## config.mk

```make
export PLATFORM = sky130hd
export DESIGN_NAME = line_resampler
export DESIGN_NICKNAME = d
export VERILOG_FILES = /design/src/rtl/line_resampler.sv
export SDC_FILE = /design/constraint.sdc
export NUM_CORES = 1
export LEC_CHECK = 0
export BUFFER_PORTS_ARGS = -buffer_cell sky130_fd_sc_hd__buf_2
export CAP_MARGIN = 40
export CORE_MARGIN = 2
export CORE_UTILIZATION = 55
export CTS_BUF_LIST = sky130_fd_sc_hd__clkbuf_4 sky130_fd_sc_hd__clkbuf_8 sky130_fd_sc_hd__clkbuf_16
export DETAILED_ROUTE_END_ITERATION = 8
export PLACE_DENSITY = 0.78
export SYNTH_ARGS = -nofsm -noshare
export SYNTH_HDL_FRONTEND = slang
export SYNTH_SLANG_ARGS = --single-unit
```

## constraint.sdc

```tcl
create_clock -name clk -period 10.8 [get_ports clk]
set_clock_uncertainty 0.15 [all_clocks]
set_input_delay 1.08 -clock clk [delete_from_list [all_inputs] [get_ports clk]]
set_output_delay 1.08 -clock clk [all_outputs]
set_load 0.1 [all_outputs]
```

## src/rtl/line_resampler.sv

```systemverilog
module line_resampler #(
  parameter int DW = 10,
  parameter int LW = 12,
  parameter int FB = 16,
  parameter int WB = 6
) (
  input  logic          clk,
  input  logic          rst_n,
  input  logic          cfg_we,
  input  logic [2:0]    cfg_addr,
  input  logic [FB:0]   cfg_wdata,
  input  logic          frame_start,
  input  logic          in_valid,
  output logic          in_ready,
  input  logic [DW-1:0] in_data,
  input  logic          in_sol,
  input  logic          in_eol,
  output logic          out_valid,
  input  logic          out_ready,
  output logic [DW-1:0] out_data,
  output logic          out_sol,
  output logic          out_eol
);
  localparam int TD = 1 << WB;
  localparam int RW = FB + 1;
  localparam logic [2:0] A_CTRL = 3'd0, A_RATIO = 3'd1, A_PHASE = 3'd2,
                         A_LEN = 3'd3, A_TADDR = 3'd4, A_TDATA = 3'd5;

  typedef enum logic [2:0] {S_IDLE, S_NEEDB, S_EMIT, S_RUN, S_DRAIN} st_t;

  logic          sh_en, sh_up, act_en, act_up, arm;
  logic [RW-1:0] sh_ratio, act_ratio;
  logic [FB-1:0] sh_phase, act_phase;
  logic [LW-1:0] sh_len, act_len;
  logic [WB-1:0] tbl_addr;
  logic [WB-1:0] tbl [TD];

  st_t           st;
  logic [DW-1:0] pa, pb;
  logic [FB-1:0] acc;
  logic [LW-1:0] cnt;
  logic          eol_seen;

  always_ff @(posedge clk or negedge rst_n) begin
    if (!rst_n) begin
      sh_en <= 1'b0; sh_up <= 1'b0; sh_ratio <= '0; sh_phase <= '0; sh_len <= LW'(1);
      act_en <= 1'b0; act_up <= 1'b0; act_ratio <= '0; act_phase <= '0; act_len <= LW'(1);
      arm <= 1'b0;
      tbl_addr <= '0;
      for (int i = 0; i < TD; i++) tbl[i] <= WB'(i);
    end else begin
      if (frame_start && arm) begin
        act_en <= sh_en; act_up <= sh_up; act_ratio <= sh_ratio;
        act_phase <= sh_phase; act_len <= sh_len; arm <= 1'b0;
      end
      if (cfg_we) begin
        case (cfg_addr)
          A_CTRL: begin
            sh_en <= cfg_wdata[0];
            sh_up <= cfg_wdata[1];
            if (cfg_wdata[2]) begin
              act_en <= cfg_wdata[0]; act_up <= cfg_wdata[1]; act_ratio <= sh_ratio;
              act_phase <= sh_phase; act_len <= sh_len; arm <= 1'b0;
            end
            if (cfg_wdata[3]) arm <= 1'b1;
          end
          A_RATIO: sh_ratio <= cfg_wdata;
          A_PHASE: sh_phase <= cfg_wdata[FB-1:0];
          A_LEN:   sh_len   <= cfg_wdata[LW-1:0];
          A_TADDR: tbl_addr <= cfg_wdata[WB-1:0];
          A_TDATA: tbl[tbl_addr] <= cfg_wdata[WB-1:0];
          default: ;
        endcase
      end
    end
  end

  function automatic logic [DW-1:0] blend(input logic [DW-1:0] p, input logic [DW-1:0] q,
                                          input logic [WB-1:0] w);
    logic signed [DW:0]      d;
    logic signed [DW+WB+1:0] m;
    d = $signed({1'b0, q}) - $signed({1'b0, p});
    m = $signed({{(WB+1){d[DW]}}, d}) * $signed({{(DW+2){1'b0}}, w});
    return p + DW'(m >>> WB);
  endfunction

  logic [FB+1:0] sum;
  logic          carry, last, out_free, fire;
  logic [WB-1:0] w_up, w_dn;

  assign sum      = {2'b00, acc} + {1'b0, act_ratio};
  assign carry    = |sum[FB+1:FB];
  assign last     = (cnt == act_len - LW'(1));
  assign out_free = !out_valid || out_ready;
  assign fire     = in_valid && in_ready;
  assign w_up     = tbl[acc[FB-1 -: WB]];
  assign w_dn     = tbl[~sum[FB-1 -: WB]];

  always_comb begin
    case (st)
      S_IDLE, S_RUN:    in_ready = out_free;
      S_NEEDB, S_DRAIN: in_ready = 1'b1;
      default:          in_ready = 1'b0;
    endcase
  end

  always_ff @(posedge clk or negedge rst_n) begin
    if (!rst_n) begin
      st <= S_IDLE;
      out_valid <= 1'b0; out_data <= '0; out_sol <= 1'b0; out_eol <= 1'b0;
      pa <= '0; pb <= '0; acc <= '0; cnt <= '0; eol_seen <= 1'b0;
    end else begin
      if (out_ready) out_valid <= 1'b0;
      case (st)
        S_IDLE: if (fire) begin
          if (!act_en) begin
            out_valid <= 1'b1; out_data <= in_data; out_sol <= in_sol; out_eol <= in_eol;
          end else if (in_sol) begin
            pa <= in_data; pb <= in_data; acc <= act_phase; eol_seen <= in_eol;
            if (act_up) begin
              cnt <= '0;
              st  <= in_eol ? S_EMIT : S_NEEDB;
            end else begin
              out_valid <= 1'b1; out_data <= in_data; out_sol <= 1'b1;
              out_eol <= (act_len == LW'(1));
              cnt <= LW'(1);
              st  <= in_eol ? S_IDLE : ((act_len == LW'(1)) ? S_DRAIN : S_RUN);
            end
          end
        end
        S_NEEDB: if (fire) begin
          pb <= in_data; eol_seen <= in_eol; st <= S_EMIT;
        end
        S_EMIT: if (out_free) begin
          out_valid <= 1'b1; out_data <= blend(pa, pb, w_up);
          out_sol <= (cnt == '0); out_eol <= last;
          cnt <= cnt + LW'(1);
          if (last) st <= eol_seen ? S_IDLE : S_DRAIN;
          else begin
            acc <= sum[FB-1:0];
            if (carry) begin
              pa <= pb;
              if (!eol_seen) st <= S_NEEDB;
            end
          end
        end
        S_RUN: if (fire) begin
          acc <= sum[FB-1:0]; pa <= in_data;
          if (carry) begin
            out_valid <= 1'b1; out_data <= blend(pa, in_data, w_dn);
            out_sol <= 1'b0; out_eol <= last; cnt <= cnt + LW'(1);
          end
          if (in_eol) st <= S_IDLE;
          else if (carry && last) st <= S_DRAIN;
        end
        S_DRAIN: if (fire && in_eol) st <= S_IDLE;
        default: st <= S_IDLE;
      endcase
    end
  end

  AST_OUT_HOLD: assert property (@(posedge clk) disable iff (!rst_n)
    out_valid && !out_ready |=> out_valid && $stable(out_data));
  AST_PASS_THRU: assert property (@(posedge clk) disable iff (!rst_n)
    st == S_IDLE && !act_en && in_valid && in_ready |=>
      out_valid && out_data == $past(in_data) && out_eol == $past(in_eol));
  AST_TBL_WRITE: assert property (@(posedge clk) disable iff (!rst_n)
    cfg_we && cfg_addr == A_TDATA |=> tbl[$past(tbl_addr)] == $past(cfg_wdata[WB-1:0]));
  AST_LOAD_NOW: assert property (@(posedge clk) disable iff (!rst_n)
    cfg_we && cfg_addr == A_CTRL && cfg_wdata[2] |=>
      act_en == $past(cfg_wdata[0]) && act_up == $past(cfg_wdata[1]));
  AST_LOAD_FRAME: assert property (@(posedge clk) disable iff (!rst_n)
    frame_start && arm && !(cfg_we && cfg_addr == A_CTRL) |=>
      act_en == $past(sh_en) && act_ratio == $past(sh_ratio) && !arm);
  AST_EMIT_NO_TAKE: assert property (@(posedge clk) disable iff (!rst_n)
    st == S_EMIT |-> !in_ready);
endmodule

```

# Yosys cells after proc, flatten, opt, wreduce, memory -nomap -nowiden
# Cells that the tools add are included.
[op_classes]
n_mul = 2
eq_ne = 26
addsub = 7
bitwise_logic = 4
n_reduce_logical = 27
n_lt_le_gt_ge = 4
n_mux = 115
[op_table]
columns = ["cell", "count"]
rows = [
  ["384-bit bitwise mux", 1],
  ["16-bit two-way mux", 10],
  ["10-bit two-way mux", 14],
  ["12-bit two-way mux", 10],
  ["6-bit binary-select mux with 6-bit select", 2],
  ["17-bit two-way mux", 4],
  ["10-bit one-hot mux with 3 select lines", 2],
  ["3-bit two-way mux", 16],
  ["16-bit one-hot mux with 3 select lines", 1],
  ["1-bit two-way mux", 40],
  ["6-bit demux with 6-bit select", 1],
  ["12-bit one-hot mux with 3 select lines", 1],
  ["11-bit by 7-bit multiplier with 16-bit output", 2],
  ["6-bit two-way mux", 5],
  ["10-bit by 10-bit subtractor with 11-bit output", 2],
  ["7-bit >= comparator (second input constant)", 3],
  ["6-bit inverter with 7-bit output", 3],
  ["7-bit AND reduction", 3],
  ["10-bit adder", 2],
  ["2-bit != test (second input constant)", 10],
  ["10-bit one-hot mux with 2 select lines", 1],
  ["16-bit by 17-bit adder with 18-bit output", 1],
  ["3-bit != test (second input constant)", 5],
  ["3-bit one-hot mux with 5 select lines", 1],
  ["other kinds (24)", 45],
]
[totals]
input_bits = 38
elab_cells = 271
ff_bits = 550

# Longest topological paths before layout
# Gate-level depths: netlist of the first run.
[depth]
ltp_word = 11
depth_mapped = 46
ltp_nobuf = 40

# Worst setup path after synthesis of the first run
# OpenSTA, ideal clock, no wires.
[synth_timing]
path_type = "reg2reg"
startpoint = "register act_ratio[0]"
endpoint = "register out_data[9]"
path_slack_ps = 832
synth_period_minus_slack_ps = 9968
setup_ps = 92
arrival_time_ps = 9726
n_path_buf = 7
t_required_ps = 10558
stages_incl_launch_ff = 44
path_cell_list = "dfrtp_1 ha_1 fa_1 a21oi_1 o221ai_1 o211a_2 nor2_1 buf_2 buf_2 buf_2 clkbuf_1 clkbuf_1 buf_1 nand2_1 nand3_1 nand3_1 a311o_1 a31oi_1 [8 not listed] ha_1 or3_1 or2_1 and3_1 o21a_1 o31ai_1 ha_1 a21o_1 a21o_1 a21o_1 a21oi_1 o21bai_1 a21oi_1 o21bai_1 a21oi_1 xnor2_1 xnor2_1 o31ai_2"
[synth_via]
elab_chain_len = 11
word_cells_on_any_way = 14
classes_between = "add/sub (2); mul (1); eq/ne (1); mux (6); bitwise (2); reduce/logical (2)"
[synth_lines]
columns = ["element", "line_no", "rtl"]
rows = [
  ["start, declared", "32", "logic [RW-1:0] sh_ratio, act_ratio;"],
  ["start signal, assigned", "53", "act_en <= sh_en; act_up <= sh_up; act_ratio <= sh_ratio;"],
  ["start signal, assigned", "62", "act_en <= cfg_wdata[0]; act_up <= cfg_wdata[1]; act_ratio <= sh_ratio;"],
  ["16-bit by 17-bit adder with 18-bit output (*)", "91", "assign sum = {2'b00, acc} + {1'b0, act_ratio};"],
  ["6-bit inverter", "97", "assign w_dn = tbl[~sum[FB-1 -: WB]];"],
  ["6-bit inverter with 7-bit output", "97", ""],
  ["6-bit binary-select mux with 6-bit select", "97", ""],
  ["6-bit two-way mux (implied by the code) (2 in series)", "97", ""],
  ["11-bit by 7-bit multiplier with 16-bit output", "83", "m = $signed({{(WB+1){d[DW]}}, d}) * $signed({{(DW+2){1'b0}}, w});"],
  ["10-bit adder", "84", "return p + DW'(m >>> WB);"],
  ["10-bit two-way mux", "149", "if (carry) begin"],
  ["10-bit two-way mux", "147", "S_RUN: if (fire) begin"],
  ["10-bit one-hot mux with 3 select lines", "114", "case (st)"],
  ["end signal, assigned", "117", "out_valid <= 1'b1; out_data <= in_data; out_sol <= in_sol; out_eol <= in_eol;"],
  ["end signal, assigned", "124", "out_valid <= 1'b1; out_data <= in_data; out_sol <= 1'b1;"],
  ["end signal, assigned", "150", "out_valid <= 1'b1; out_data <= blend(pa, in_data, w_dn);"],
  ["end, declared", "20", "output logic [DW-1:0] out_data,"],
]
# Every way passes the cells marked *; elsewhere a longest branch is shown, timed or not. The select of a mux whose other input is x is not followed.
# A chain may end at the register's enable or synchronous reset.

# Worst setup path after layout of the first run
[layout_timing]
startpoint = "register acc[0]"
endpoint = "register out_data[9]"
[layout_via]
elab_chain_len = 11
word_cells_on_any_way = 14
classes_between = "add/sub (2); mul (1); eq/ne (1); mux (6); bitwise (2); reduce/logical (2)"
[layout_lines]
columns = ["element", "line_no", "rtl"]
rows = [
  ["start, declared", "40", "logic [FB-1:0] acc;"],
  ["start signal, assigned", "119", "pa <= in_data; pb <= in_data; acc <= act_phase; eol_seen <= in_eol;"],
  ["start signal, assigned", "140", "acc <= sum[FB-1:0];"],
  ["start signal, assigned", "148", "acc <= sum[FB-1:0]; pa <= in_data;"],
  ["16-bit by 17-bit adder with 18-bit output (*)", "91", ""],
  ["6-bit inverter", "97", ""],
  ["6-bit inverter with 7-bit output", "97", ""],
  ["6-bit binary-select mux with 6-bit select", "97", ""],
  ["6-bit two-way mux (implied by the code) (2 in series)", "97", ""],
  ["11-bit by 7-bit multiplier with 16-bit output", "83", ""],
  ["10-bit adder", "84", ""],
  ["10-bit two-way mux", "149", ""],
  ["10-bit two-way mux", "147", ""],
  ["10-bit one-hot mux with 3 select lines", "114", ""],
]
# Marked as above.

==> results of run 1 <==
how the worst max path moves through the flow:
stage	slack (ns)	end	start	cells after the start
floorplan	0.83	out_data[9]$_DFFE_PN0P_	act_ratio[0]$_DFF_PN0_	43
global placement	0.76	out_data[9]$_DFFE_PN0P_	act_ratio[0]$_DFF_PN0_	40
detailed placement	0.59	out_data[9]$_DFFE_PN0P_	acc[0]$_DFFE_PN0P_	40
CTS	0.50	out_data[9]$_DFFE_PN0P_	acc[0]$_DFFE_PN0P_	39
global route	0.07	out_data[9]$_DFFE_PN0P_	acc[0]$_DFFE_PN0P_	37
finish	0.56	out_data[9]$_DFFE_PN0P_	acc[0]$_DFFE_PN0P_	39
area by class of cell:
cell class	instances	area [sq um]
Antenna cell	2	5.00
Tap cell	846	1060
Multi-Input combinational cell	2215	19900
Clock inverter	18	215
Sequential cell	550	14000
Clock buffer	91	1830
Fill cell	4922	24600
Inverter	141	529
Timing Repair Buffer	117	931
kinds of logic (layout without fill, tap and decap cells):
group,after synthesis,count (layout),share of synthesized area [%]
adder cells (fa/ha/maj),193,193,8.71
multiplexers,780,780,28.4
other,0,2,0
XOR/XNOR,74,74,1.85
AO/OA/AOI/OAI,358,358,6.71
buffers and inverters,333,367,3.67
AND/OR/NAND/NOR,809,810,10.8
flip-flops,550,550,39.9
routing by layer:
| layer | wire length, um | global-route usage (%) | share of wire (%) |
|---|---|---|---|
| met5 | 13 | 0 | 0.014 |
| met4 | 4360 | 13.4 | 4.6 |
| met3 | 7360 | 4.76 | 7.8 |
| met2 | 44000 | 45.7 | 47 |
| met1 | 38200 | 38.1 | 41 |
metrics by stage:
stage               hold WS (ns)  worst slack (ns)
finish                     0.323             0.559
global route               0.345            0.0655
CTS                        0.325             0.502
detailed placement         0.313             0.588
global placement           0.308             0.757
floorplan                  0.304             0.832
sequential cells by signal, indices dropped and copies added (netlist names), 3 cells and up:
signal     flops
acc           16
act_len       12
act_phase     16
act_ratio     17
cnt           12
out_data      10
pa            10
pb            10
sh_len        12
sh_phase      16
sh_ratio      17
st             3
tbl          384
tbl_addr       6
synthesized netlist by cell type (22+ instances only):
| cell type | instances | area, sq um |
|---|---|---|
| nor2b_1 | 23 | 144 |
| mux2_2 | 501 | 5640 |
| mux2i_1 | 156 | 1560 |
| dfstp_2 | 194 | 5100 |
| nor2_1 | 138 | 518 |
| inv_1 | 140 | 526 |
| nand2_1 | 320 | 1200 |
| a311oi_1 | 32 | 280 |
| xor2_1 | 25 | 219 |
| nor3_1 | 33 | 165 |
| xnor2_1 | 49 | 429 |
| a21oi_1 | 81 | 405 |
| o21ai_1 | 22 | 110 |
| mux4_2 | 121 | 2730 |
| ha_1 | 107 | 1340 |
| nand3_1 | 123 | 616 |
| and2_1 | 54 | 338 |
| fa_1 | 86 | 1720 |
| and3_1 | 37 | 231 |
| buf_1 | 22 | 82.6 |
| dfrtp_1 | 356 | 8910 |
| clkbuf_1 | 151 | 567 |
| o21ai_0 | 78 | 390 |
repair_timing:
item                                    in CTS  in global routing
buffers inserted                             0                  2
endpoints found under the setup margin       0                  1
resized for setup                            0                  4
worst max-delay path: cells and delay by family (launching register included):
family / cells / cell delay, ns
compound gates: 19 / 4.27
simple gates: 7 / 1.89
buf+inv: 3 / 0.28
flops: 1 / 0.39
xor+xnor: 2 / 0.27
fa+ha+maj: 8 / 2.79
==> results.toml, run 1 <==
[cts]
insertion_delay_ns = 0.65
htreeDepth = 2
cts_root_buffer = "clkbuf_16"
cts_hold_buf = 0
clockBufferDepth = 3
cts_num_sinks = 550
cts_tree = "built"
clkTransAtPathRegs_ns = 0.07
cts-buffers-inserted = 58

[routing]
drc = 0
dr.pass1.iters = 5
wl_per_cell_um = 23.6
drt-total-wl_um = 93900
detail_route.iter0.violations = 3141
final_antenna_net_count = 0
routed-via-count = 25600
via_per_inst = 6.44

[min_path]
whs_endpoint = "out_sol$_DFFE_PN0P_"
worstHoldStart = "out_sol$_DFFE_PN0P_"
worstHoldPathType = "reg -> reg"
holdPathStages = 1

[placement]
gp_congestion = 0.922
dp.cells = 3866
placed_area_sq_um = 36400
numPortBuffers = 51
place.detailed.hpwl_um = 64000

[worst_setup_path]
critPathLaunchType = "flip-flop"
r2r-end = "out_data[9]$_DFFE_PN0P_"
worstPathMaxFanout = 57
critical_path_class = "reg -> reg"
cp.required_ns = 11.17
cp_slowest_stage_delay_ns = 0.59
crit_arrival_ns = 10.61
worst_setup_path_end_kind = "flip-flop"
rr_startpoint = "acc[0]$_DFFE_PN0P_"
r2r_cells = 39
rrSetupSlack_ns = 0.56
cp_slowest_cell = "nand2_4"

[timing]
timing.final.crit_share_pct = 94.8
hold_viol = 0
finalMaxSlewViolations = 0
worst_pin_slew_ns = 1.04
rsz0062_at_grt = "no"
tns_ns = 0
timing.final.crit_period_ns = 10.24
max_freq_mhz = 97.7
slew_headroom_pct = 31.0
finalSetupViolations = 0

[outcome]
status = "finished, final reports clean"

[yosys]
synth-edff-count = 0
syn-num-nets = 3328
syn-cell-area_sq_um = 35100
synth_cell_types = 77
yosysWarnings = 0
async_flop_share_pct = 100
syn_avg_cell_area_sq_um = 11.3
syn_inst = 3097
postSynth.topFlopCell = "dfrtp_1"
ys_seq_elements = 550
ys_seq_area_share_pct = 39.9

[final_layout]
postLayoutCoreUtil_pct = 61.1
drive_gt1_share_pct = 34.3
fin_cells = 3980
design_area_sq_um = 38500
mostFrequentLayoutCells = "501 x mux2_2, 353 x dfrtp_1, 318 x nand2_1"
final_nets = 3314
layout_commonest_cell = "mux2_2"
area_delta_synth_final_pct = 9.64

[grt]
grt_usage_pct = 28.5
overflow = 0
grt_pass1_wl_um = 149000
antenna_found_initial = 2
grt_max_degree = 178
grt_pass1_vias = 26300

[die]
die-area_sq_um = 65900
die_x_um = 257
ios = 52
core_sq_um = 63100
rows = 92
die_h_um = 257
start_util_pct = 55.7

[job]
cap_violations = 0
Power of run 1 is left out: the tool's default activity adds up to more than one toggle a clock period on the data nets, which glitch-free logic cannot reach.
==> run 2: changes to the inputs <==
--- a/config.mk
+++ b/config.mk
@@ -7,6 +7,7 @@
 export LEC_CHECK = 0
 export BUFFER_PORTS_ARGS = -buffer_cell sky130_fd_sc_hd__buf_2
 export CAP_MARGIN = 40
+export CORE_ASPECT_RATIO = 0.75
 export CORE_MARGIN = 2
 export CORE_UTILIZATION = 55
 export CTS_BUF_LIST = sky130_fd_sc_hd__clkbuf_4 sky130_fd_sc_hd__clkbuf_8 sky130_fd_sc_hd__clkbuf_16
==> run 2 against run 1 <==
Effect of this change:
- maximum frequency down 0.42%
- flip-flop and latch count is the same
- register-to-register slack lost 0.04 ns
- non-clock buffer count up 1
- worst hold slack worse by 0.0013 ns
- design area barely moved
- clock-buffer cell count fell by 11
==> results.toml, run 2 (same netlist as run 1, synthesis figures left out) <==
[worst_setup_path]
cp.required_ns = 11.15
critPathCapture = "out_data[9]$_DFFE_PN0P_"
worst_setup_path_end_kind = "flip-flop"
rrSetupSlack_ns = 0.52
critical_path_class = "reg -> reg"
crit_arrival_ns = 10.63
critPathLaunchType = "flip-flop"
worstPathMaxFanout = 76
cp_slowest_stage_delay_ns = 0.49
cp_slowest_cell = "fa_1"
r2r-end = "out_data[9]$_DFFE_PN0P_"
rr_startpoint = "act_ratio[0]$_DFF_PN0_"
r2r_cells = 39
crit_start = "act_ratio[0]$_DFF_PN0_"

[grt]
grt_usage_pct = 29.7
grt_pass1_vias = 26700
grt_pass1_wl_um = 153000
overflow = 0
grt_max_degree = 188
antenna_found_initial = 1

[timing]
finalMaxSlewViolations = 0
finalSetupViolations = 0
whs_ns = 0.322
slew_headroom_pct = 28.4
tns_ns = 0
rsz0062_at_grt = "no"
timing.final.crit_period_ns = 10.28
timing.final.crit_share_pct = 95.2
hold_viol = 0
worst_pin_slew_ns = 1.07
max_freq_mhz = 97.2

[final_layout]
final_nets = 3312
area_delta_synth_final_pct = 9.55
top_register = "tbl"
design_area_sq_um = 38500
fillers = 4854
largest_reg_flops = 384
drive_gt1_share_pct = 34.2
top_regs = "tbl: 384 flops, act_ratio: 17 flops, sh_ratio: 17 flops"
mostFrequentLayoutCells = "501 x mux2_2, 353 x dfrtp_1, 318 x nand2_1"
diodes = 0
layout_commonest_cell = "mux2_2"

[routing]
dr.pass1.iters = 7
wl_per_cell_um = 24.2
via_per_inst = 6.54
routed-via-count = 26100
final_antenna_net_count = 0
detail_route.iter0.violations = 3028
drc = 0
drt-total-wl_um = 96500

[die]
core_sq_um = 63400
die_x_um = 296
ios = 52
die_h_um = 223
rows = 80
die-area_sq_um = 65900
start_util_pct = 55.4

[cts]
insertion_delay_ns = 0.63
cts_hold_buf = 0
cts_root_buffer = "clkbuf_16"
htreeDepth = 2
cts_tree = "built"
cts-resized-gates = 0
cts-buffers-inserted = 56
cts_num_sinks = 550
postCtsSetupBuffers = 0
clkTransAtPathRegs_ns = 0.07
clockBufferDepth = 3

[placement]
gp_congestion = 0.898
numPortBuffers = 51
placed_area_sq_um = 36400
place.detailed.hpwl_um = 66300

[min_path]
worstHoldPathType = "reg -> reg"

[job]
cap_violations = 0

[outcome]
status = "finished, final reports clean"
==> run 2: cell count changes in the layout (fill, tap and decap cells not counted), sizes merged <==
cell,before,now
clkinv,11,12
inv,141,145
buf,117,118
bufinv,3,7
nor2,139,138
clkbuf,91,80
diode,2,0
clkinvlp,4,3
==> run 2: cell type report <==
class                      count  area (sq um)  area share [%]
tap                          861          1080            2.80
timing repair buffer         118           901            2.34
sequential                   550         14000            36.4
clock inverter                26           367           0.953
inverter                     141           529            1.38
multi-input combinational   2214         19900            51.7
clock buffer                  80          1690            4.40
==> run 2: worst min-delay path by stage <==
stage | startpoint | endpoint | slack [ns] | cells past startpoint
6_report | out_sol$_DFFE_PN0P_ | out_sol$_DFFE_PN0P_ | 0.32 | 1
5_1_grt | out_data[2]$_DFFE_PN0P_ | out_data[2]$_DFFE_PN0P_ | 0.35 | 2
4_1_cts | out_sol$_DFFE_PN0P_ | out_sol$_DFFE_PN0P_ | 0.33 | 1
3_5_place_dp | out_sol$_DFFE_PN0P_ | out_sol$_DFFE_PN0P_ | 0.31 | 1
3_3_place_gp | out_sol$_DFFE_PN0P_ | out_sol$_DFFE_PN0P_ | 0.31 | 1
2_1_floorplan | acc[0]$_DFFE_PN0P_ | acc[0]$_DFFE_PN0P_ | 0.30 | 2
==> run 2: per-stage QoR <==
step / worst slack (ns) / cells / util (%)
after floorplan: 0.832 / 3097 / -
after global placement: 0.903 / 3874 / 57.3
after detailed placement: 0.728 / 3884 / 57.5
after CTS: 0.627 / 3990 / 60.7
after global routing: 0.00834 / 3990 / 60.7
final: 0.516 / 3990 / 60.7
==> run 2: critical path: cells and delay by family, from the launching register on <==
family / cells / cell delay (ns)
flip-flops: 1 / 0.38
XOR/XNOR: 2 / 0.27
adder cells (fa/ha/maj): 8 / 2.79
AND/OR/NAND/NOR: 7 / 1.58
AO/OA/AOI/OAI: 19 / 4.34
buffers and inverters: 3 / 0.44
==> run 2: metal layers <==
layer / share of wire, % / global-route usage [%] / vias to the layer above
met1: 42 / 42.5 / 13200
met5: 0.0093 / 0 / -
met2: 44 / 44.0 / 1451
met3: 11 / 8.16 / 287
met4: 3.1 / 9.19 / 2
li1: - / - / 11100
Power of run 2 is left out for the same reason.
